### config.mk
export PLATFORM = sky130hd
export DESIGN_NAME = fill_insert_prio
export DESIGN_NICKNAME = d
export VERILOG_FILES = /design/src/rtl/fip_pkg.sv /design/src/rtl/fip_lfsr.sv /design/src/rtl/fip_region_hash.sv /design/src/rtl/fip_skew_bank.sv /design/src/rtl/fill_insert_prio.sv
export SDC_FILE = /design/constraint.sdc
export NUM_CORES = 1
export LEC_CHECK = 0
export BUFFER_PORTS_ARGS = -buffer_cell sky130_fd_sc_hd__buf_2
export CORE_ASPECT_RATIO = 1.25
export CORE_MARGIN = 2
export CORE_UTILIZATION = 55
export DETAILED_ROUTE_END_ITERATION = 12
export PLACE_DENSITY = 0.86
export SYNTH_ARGS = -nofsm -noshare
export SYNTH_HDL_FRONTEND = slang
export SYNTH_SLANG_ARGS = --single-unit
### constraint.sdc
create_clock -name clk -period 6 [get_ports clk]
set_input_delay 0.3 -clock clk [delete_from_list [all_inputs] [get_ports clk]]
set_output_delay 0.3 -clock clk [all_outputs]
set_load 0.01 [all_outputs]
### src/rtl/fip_pkg.sv
package fip_pkg;
    localparam int THR_W   = 4;
    localparam int THR_MAX = (1 << THR_W) - 1;

    typedef logic [THR_W-1:0] thr_t;

    function automatic thr_t sat_up(input thr_t base, input thr_t step);
        logic [THR_W:0] sum;
        sum = {1'b0, base} + {1'b0, step};
        return sum[THR_W] ? thr_t'(THR_MAX) : sum[THR_W-1:0];
    endfunction

    function automatic thr_t sat_down(input thr_t base, input thr_t step);
        return (step > base) ? thr_t'(0) : thr_t'(base - step);
    endfunction
endpackage

### src/rtl/fip_lfsr.sv
module fip_lfsr #(
    parameter int          W    = 16,
    parameter logic [W-1:0] SEED = 16'hACE1,
    parameter logic [W-1:0] TAPS = 16'hB400
) (
    input  logic         clk,
    input  logic         rst_n,
    input  logic         step,
    output logic [W-1:0] state
);
    logic [W-1:0] lfsr_d, lfsr_q;
    logic         fb;

    always_comb begin
        fb     = ^(lfsr_q & TAPS);
        lfsr_d = step ? {lfsr_q[W-2:0], fb} : lfsr_q;
    end

    always_ff @(posedge clk or negedge rst_n) begin
        if (!rst_n) lfsr_q <= SEED;
        else        lfsr_q <= lfsr_d;
    end

    assign state = lfsr_q;
endmodule

### src/rtl/fip_region_hash.sv
module fip_region_hash #(
    parameter int SET_W = 10,
    parameter int REQ_W = 4
) (
    input  logic [SET_W-1:0] set_idx,
    output logic [REQ_W-1:0] owner,
    output logic             half_pos
);
    localparam int HBITS = SET_W - 1;

    always_comb begin
        owner = '0;
        for (int i = 0; i < HBITS; i++) begin
            owner[i % REQ_W] = owner[i % REQ_W] ^ set_idx[i+1];
        end
        half_pos = set_idx[0];
    end
endmodule

### src/rtl/fip_skew_bank.sv
module fip_skew_bank
    import fip_pkg::*;
#(
    parameter int NUM_REQ = 16
) (
    input  logic [NUM_REQ*THR_W-1:0] thr_flat,
    input  thr_t                     step,
    output logic [NUM_REQ*THR_W-1:0] up_flat,
    output logic [NUM_REQ*THR_W-1:0] dn_flat
);
    for (genvar r = 0; r < NUM_REQ; r++) begin : g_req
        thr_t base;
        assign base = thr_flat[r*THR_W +: THR_W];
        assign up_flat[r*THR_W +: THR_W] = sat_up(base, step);
        assign dn_flat[r*THR_W +: THR_W] = sat_down(base, step);
    end
endmodule

### src/rtl/fill_insert_prio.sv
module fill_insert_prio
    import fip_pkg::*;
#(
    parameter int             NUM_REQ   = 16,
    parameter int             SET_W     = 10,
    parameter int             LFSR_W    = 16,
    parameter logic [LFSR_W-1:0] LFSR_SEED = 16'hACE1,
    parameter logic [LFSR_W-1:0] LFSR_TAPS = 16'hB400,
    parameter logic [THR_W-1:0]  STEP_RST  = 4'd1,
    localparam int            REQ_W     = $clog2(NUM_REQ)
) (
    input  logic                     clk,
    input  logic                     rst_n,
    input  logic                     fill_valid,
    input  logic [REQ_W-1:0]         fill_req,
    input  logic [SET_W-1:0]         fill_set,
    input  logic [NUM_REQ*THR_W-1:0] thr_flat,
    input  logic                     skew_wr,
    input  logic [THR_W-1:0]         skew_wdata,
    output logic                     fill_normal
);
    typedef struct packed {
        thr_t step;
    } regs_t;

    regs_t regs_d, regs_q;

    logic [LFSR_W-1:0]        lfsr_val;
    logic [REQ_W-1:0]         owner;
    logic                     half_pos;
    logic                     region_hit;
    logic [NUM_REQ*THR_W-1:0] up_flat, dn_flat;
    thr_t                     thr_sel, up_sel, dn_sel, eff_thr, rnd;
    thr_t                     delta_q;

    fip_lfsr #(.W(LFSR_W), .SEED(LFSR_SEED), .TAPS(LFSR_TAPS)) u_lfsr (
        .clk   (clk),
        .rst_n (rst_n),
        .step  (fill_valid),
        .state (lfsr_val)
    );

    fip_region_hash #(.SET_W(SET_W), .REQ_W(REQ_W)) u_hash (
        .set_idx  (fill_set),
        .owner    (owner),
        .half_pos (half_pos)
    );

    fip_skew_bank #(.NUM_REQ(NUM_REQ)) u_skew (
        .thr_flat (thr_flat),
        .step     (regs_q.step),
        .up_flat  (up_flat),
        .dn_flat  (dn_flat)
    );

    always_comb begin
        regs_d = regs_q;
        if (skew_wr) regs_d.step = skew_wdata;

        thr_sel    = thr_flat[fill_req*THR_W +: THR_W];
        up_sel     = up_flat[fill_req*THR_W +: THR_W];
        dn_sel     = dn_flat[fill_req*THR_W +: THR_W];
        region_hit = (owner == fill_req);
        rnd        = lfsr_val[THR_W-1:0];
        if (!region_hit)  eff_thr = thr_sel;
        else if (half_pos) eff_thr = up_sel;
        else               eff_thr = dn_sel;
        fill_normal = fill_valid && (rnd < eff_thr);
    end

    always_ff @(posedge clk or negedge rst_n) begin
        if (!rst_n) regs_q <= '{step: STEP_RST};
        else        regs_q <= regs_d;
    end

    assign delta_q = regs_q.step;
endmodule

==> results_dict.tcl, run 1 <==
set metrics [dict create \
    outcome "completed" \
    nNetsFinal 1119 \
    seq_area_um2 513 \
    period_minus_slack_ns 5.55 \
    cts_max_path_buffers 2 \
    timing_hold_violations_final 0 \
    die_h_um 130 \
    powerDensity_nw_per_um2 171 \
    postSynthCellCount 806 \
    dpl_cell_area_um2 7470 \
    ys_seq_elements 20 \
    area_delta_synth_final_pct 9.13 \
    finClkSkew_ns 0.000687 \
    diodes 0 \
    multiInputGateArea_um2 5950 \
    drtIter0Drc 386 \
    synth_edf_count 0 \
    worstMarginPinSlew_ns 0.851 \
    dr_total_vias 6574 \
    r2r_cells 3 \
    synthTopCellsByCount "ha_1 (131), inv_1 (66), a21oi_1 (58)" \
    antenna_left 0 \
    synth_top_area_share_pct 23.6 \
    grt_overflow 0 \
    dieWidth_um 104 \
    synth-seq-area-share_pct 7.38 \
    routabilityCongestion 0.955 \
    slew_viol_final 0 \
    grt_pass1_wl_mm 32.2 \
    yosys.area.top_type "ha_1" \
    cp-end-kind "primary output" \
    final_cell_area_um2 7570 \
    grt_max_degree 55 \
    met1_length_mm 7.58 \
    grt_pass1_vias 6615 \
    wl_met2_mm 9.59 \
    htreeDepth 1 \
    vdd_drop_max_uv 287 \
    ios 87 \
    antenna_found_initial 0 \
    setup_tns_ns 0 \
    leakagePower_uw 0.00345 \
    hold_depth 3 \
    reg2reg_slack_ns 4.56 \
    timing.rr.start "delta_q[1]$_DFFE_PN0P_" \
    hp-class "in -> reg" \
    rr_endpoint "delta_q[1]$_DFFE_PN0P_" \
    drc 0 \
    fmax_mhz 180 \
    wirelength_mm 19.5 \
    hpwl_mm 15.0 \
    startpoint_type "flip-flop" \
    cts_tree "done" \
    hp-start "skew_wdata[2]" \
    cts_root_buf "clkbuf_16" \
    synth_area_um2 6940 \
    period_share_pct 92.4 \
    required_ns 5.70 \
    criticalPathCategory "reg -> out" \
    fp-row-count 45 \
    critical_path.max_stage_delay_ns 1.03 \
    cts_buffers 3 \
    setup_viol 0 \
    maxCapViolCount 0 \
    ys_types 68 \
    holdPathEnd "delta_q[2]$_DFFE_PN0P_" \
    cts_sinks 20 \
    syn_area_per_cell_um2 8.60 \
    yosys_warnings 0 \
    synth_most_common_cell "ha_1" \
    cp_slowest_cell "dfstp_2" \
    coreArea_um2 12200 \
    highest_layer "met4" \
    first_pass_iters 5 \
    yosys-top-cells-area "ha_1 (24%), fa_1 (9.2%), xnor2_1 (4.3%)" \
    clkTransAtPathRegs_ns 0.05 \
    nFillCells 1071 \
    syn_nets 1055 \
    synthFlopType "dfrtp_1" \
    die_area_um2 13500 \
    viasPerCell 6.36 \
    avgRoutedWirePerCell_um 18.9 \
    wl_met3_mm 1.46 \
    final_util_pct 61.9 \
    grt_setup_unrepaired "no" \
    portBuffers 86 \
    slew_headroom_pct 43.2 \
    grt_use_total_pct 28.9 \
    clock_latency_ns 0.25 \
    async_flop_share_pct 100 \
    cp.arrival_ns 5.25 \
    drive_above_1_share_pct 17.7 \
    cp_max_fo 33 \
    start_util_pct 56.8 \
    crit_path_cell_trace "ha_1 > inv_1 > fa_1 > a21o_1 > a211oi_1 > o21ai_0 > mux4_2 > mux4_2 > o211ai_2 > ha_1 > o21ai_0 > nand2_1 > and3_1 > nand4_1 > a221o_1 > o2111a_1 > buf_2" \
]
==> flip-flops by register name, summed over array words and instances, names as in the netlist <==
register and cells:
delta_q 4, u_lfsr.state 16
==> logic make-up after synthesis <==
logic type / count (synthesis) / synth area share (%)
AOI/OAI and AO/OA: 269 / 27.5
adders and majority gates: 163 / 32.9
and+or+nand+nor: 151 / 10.3
buffers and inverters: 111 / 6.86
xor gates and xnor gates: 57 / 7.63
muxes: 35 / 7.41
DFF: 20 / 7.38
==> layout by cell type, fill, tap and decap left out, types with 8 or more instances in the layout <==
cell,instances
dfrtp_1,10
mux2_2,17
a21o_1,27
mux4_2,11
nor2b_1,12
nor3_1,11
a211oi_1,28
nand2_1,39
nand2b_1,14
o22ai_1,8
xnor2_1,34
xor2_1,21
fa_1,32
o211ai_1,10
buf_4,15
inv_1,65
a21oi_1,58
o21ai_0,37
nor2_1,51
buf_2,86
a221oi_1,8
a2111oi_0,12
o221ai_1,8
ha_1,131
dfstp_2,9
==> per-layer routing <==
metal | up-vias | GRT usage (%)
met5 | - | 0
met4 | 0 | 12.0
met3 | 70 | 4.18
met2 | 299 | 52.2
met1 | 3105 | 34.5
li1 | 3100 | -
==> area by class of cell <==
cell class	count	share of cell area [%]
multi-input cells	675	78.7
repair buffers	102	7.31
clock buffers	4	1.17
flip-flops and latches	20	6.78
inverters	68	3.37
well taps	164	2.71
==> where the power goes <==
| part | switching, uW | leakage, uW | internal, uW | total, uW |
|---|---|---|---|---|
| combinational | 482 | 0.00318 | 398 | 880 |
| clock | 45.9 | 0.0000442 | 101 | 147 |
| sequential | 49.9 | 0.000222 | 214 | 264 |
| total | 578 | 0.00345 | 714 | 1290 |
==> metrics by stage <==
stage          worst slack (ns)  hold slack [ns]  total power, uW  std cells
2_1_floorplan             0.125          0.00441              892        806
3_3_place_gp              0.911            0.256             1100       1028
3_5_place_dp              0.755            0.259             1120       1028
4_1_cts                   0.481            0.269             1290       1033
5_1_grt                   0.155            0.296             1400       1033
6_report                  0.454            0.272             1290       1033
==> repair_timing <==
action                    CTS  global route
hold endpoints to repair   11             0
buffers inserted            0             0
hold buffers                1             0
gates resized for setup     0             0
==> worst max path at each step <==
stage	from	to	depth (start not counted)
detailed placement	delta_q[0]$_DFFE_PN1P_	fill_normal	17
floorplan	delta_q[1]$_DFFE_PN0P_	fill_normal	15
CTS	delta_q[0]$_DFFE_PN1P_	fill_normal	17
global placement	delta_q[0]$_DFFE_PN1P_	fill_normal	17
global route	delta_q[0]$_DFFE_PN1P_	fill_normal	17
finish	delta_q[0]$_DFFE_PN1P_	fill_normal	17
==> worst max-delay path: cells and delay by family, from the launching register on <==
kind	cells	cell delay (ns)
AO/OA/AOI/OAI	7	1.52
adder cells (fa/ha/maj)	3	0.89
buffers and inverters	2	0.21
flip-flops	1	1.03
AND/OR/NAND/NOR	3	0.34
multiplexers	2	0.98
Note: power is estimated with default switching activity, not from simulation.
==> run 2: changes to the inputs <==
- PLACE_DENSITY: 0.86 -> 0.9
==> run 2 against run 1 <==
Compared with the run above:
- cell count is the same
- wire length shrank 0.23%
- combinational power is essentially flat
- worst hold slack gained 0.0049 ns
- sequential power grew 2%
- die area is the same
- global-route usage shrank 0.34 points
- sequential cell count is the same
- maximum frequency grew 2.1%
- total power grew 3.0%
- count of clock-buffer cells in the layout shrank 1
==> results_dict.tcl, run 2 (synthesis results as in run 1) <==
set metrics [dict create \
    outcome "completed" \
    final_common_cell "ha_1" \
    cp-end-kind "primary output" \
    vdd_drop_max_uv 262 \
    setup_ws_ns 0.568 \
    slew_viol_final 0 \
    grt_max_degree 57 \
    comb_power_share_pct 66.2 \
    timing_hold_violations_final 0 \
    hp-class "in -> reg" \
    finClkSkew_ns 0.000705 \
    largest_register_ff_count 16 \
    viasPerCell 6.48 \
    slew_headroom_pct 35.4 \
    p_seq_share_pct 20.2 \
    leakagePower_uw 0.00346 \
    die_h_um 130 \
    place_inst 1028 \
    clock_latency_ns 0.25 \
    swShare_pct 44.1 \
    fp-row-count 45 \
    dr_total_vias 6692 \
    period_minus_slack_ns 5.43 \
    die_area_um2 13500 \
    routabilityCongestion 0.980 \
    powerDensity_nw_per_um2 175 \
    antenna_found_initial 0 \
    grt_overflow 0 \
    cts_max_path_buffers 2 \
    worstMarginPinSlew_ns 0.969 \
    grt_pass1_wl_mm 31.8 \
    first_pass_iters 5 \
    drc 0 \
    cp.arrival_ns 5.13 \
    drive_above_1_share_pct 17.7 \
    avgRoutedWirePerCell_um 18.8 \
    fmax_mhz 184 \
    cts_root_buf "clkbuf_16" \
    ios 87 \
    diodes 0 \
    cts_sinks 20 \
    coreArea_um2 12200 \
    antenna_left 0 \
    criticalPathCategory "reg -> out" \
    post_cts_resized 0 \
    htreeDepth 1 \
    hpwl_mm 14.9 \
    setup_viol 0 \
    portBuffers 86 \
    start_util_pct 56.8 \
    fin_hold_ws_ns 0.277 \
    nNetsFinal 1119 \
    drtIter0Drc 646 \
    grt_pass1_vias 6659 \
    wirelength_mm 19.4 \
    power_switching_uw 586 \
    cp_max_fo 33 \
    setup_tns_ns 0 \
    grt_use_total_pct 28.6 \
    area_delta_synth_final_pct 9.36 \
    p_clk_share_pct 13.6 \
    maxCapViolCount 0 \
    fin_cells 1033 \
    dp_worst_setup_slack_ns 0.848 \
    final_cell_mix "ha_1 (131), buf_2 (86), inv_1 (65)" \
    intPower_uw 744 \
    cts_tree "done" \
    required_ns 5.70 \
    cts_setup_buffers 0 \
    dieWidth_um 104 \
    clkTransAtPathRegs_ns 0.05 \
    startpoint_type "flip-flop" \
    cts_buffers 3 \
    period_share_pct 90.5 \
    grt_setup_unrepaired "no" \
]
[run 2: power groups by stage]
stage | Clock (uW) | Combinational, uW | Sequential (uW)
2_1_floorplan | 0 | 636 | 255
3_3_place_gp | 0 | 833 | 262
3_5_place_dp | 0 | 857 | 265
4_1_cts | 183 | 868 | 266
5_1_grt | 188 | 975 | 274
6_report | 181 | 880 | 268
[run 2: layout make-up]
cell class	instances	area, um2
clock buffer	3	75.1
clock inverter	1	30.0
fill	1042	4630
inverter	68	255
multi-input combinational	675	5950
sequential	20	513
tap	164	205
timing repair buffer	102	553
[run 2: repair_timing]
action                     CTS  global route
hold endpoints to repair    11             0
hold buffers                 1             0
setup endpoints to repair    0             0
[run 2: path summary, 6_finish.rpt]
path	endpoint	cells after the start	from	slack, ns
setup / recovery	fill_normal	17	delta_q[0]$_DFFE_PN1P_	0.57
hold / removal	delta_q[2]$_DFFE_PN0P_	3	skew_wdata[2]	0.28
setup reg to reg	delta_q[2]$_DFFE_PN0P_	2	delta_q[2]$_DFFE_PN0P_	4.52
hold reg to reg	u_lfsr.state[4]$_DFFE_PN0P_	1	u_lfsr.state[4]$_DFFE_PN0P_	0.51
max in group asynchronous	u_lfsr.state[0]$_DFFE_PN1P_	2	rst_n	5.16
min in group asynchronous	u_lfsr.state[12]$_DFFE_PN0P_	2	rst_n	0.52
[run 2: metal layers]
| metal | track usage (%) | wire length [um] | vias up |
|---|---|---|---|
| li1 | - | - | 3103 |
| met3 | 2.67 | 1520 | 85 |
| met2 | 52.1 | 9620 | 350 |
| met4 | 13.0 | 815 | 0 |
| met1 | 34.1 | 7480 | 3154 |
| met5 | 0 | 0 | - |
[run 2: worst max-delay path, cell delays in order (launching register included)]
cell,delay (ns)
dfstp_2,1.01
ha_1,0.30
inv_1,0.06
fa_1,0.38
a21o_1,0.17
a211oi_1,0.42
o21ai_0,0.16
mux4_2,0.47
mux4_2,0.47
o211ai_2,0.15
ha_1,0.24
o21ai_0,0.24
nand2_1,0.10
and3_1,0.18
nand4_1,0.06
a221o_1,0.11
o2111a_1,0.21
buf_2,0.15
[run 2: metrics by stage]
step | util, % | instance area, um2 | total power, uW
after floorplan | - | 6940 | 892
after global placement | 61.1 | 7470 | 1100
after detailed placement | 61.1 | 7470 | 1120
after CTS | 62.1 | 7580 | 1320
after global routing | 62.1 | 7580 | 1440
final | 62.1 | 7580 | 1330
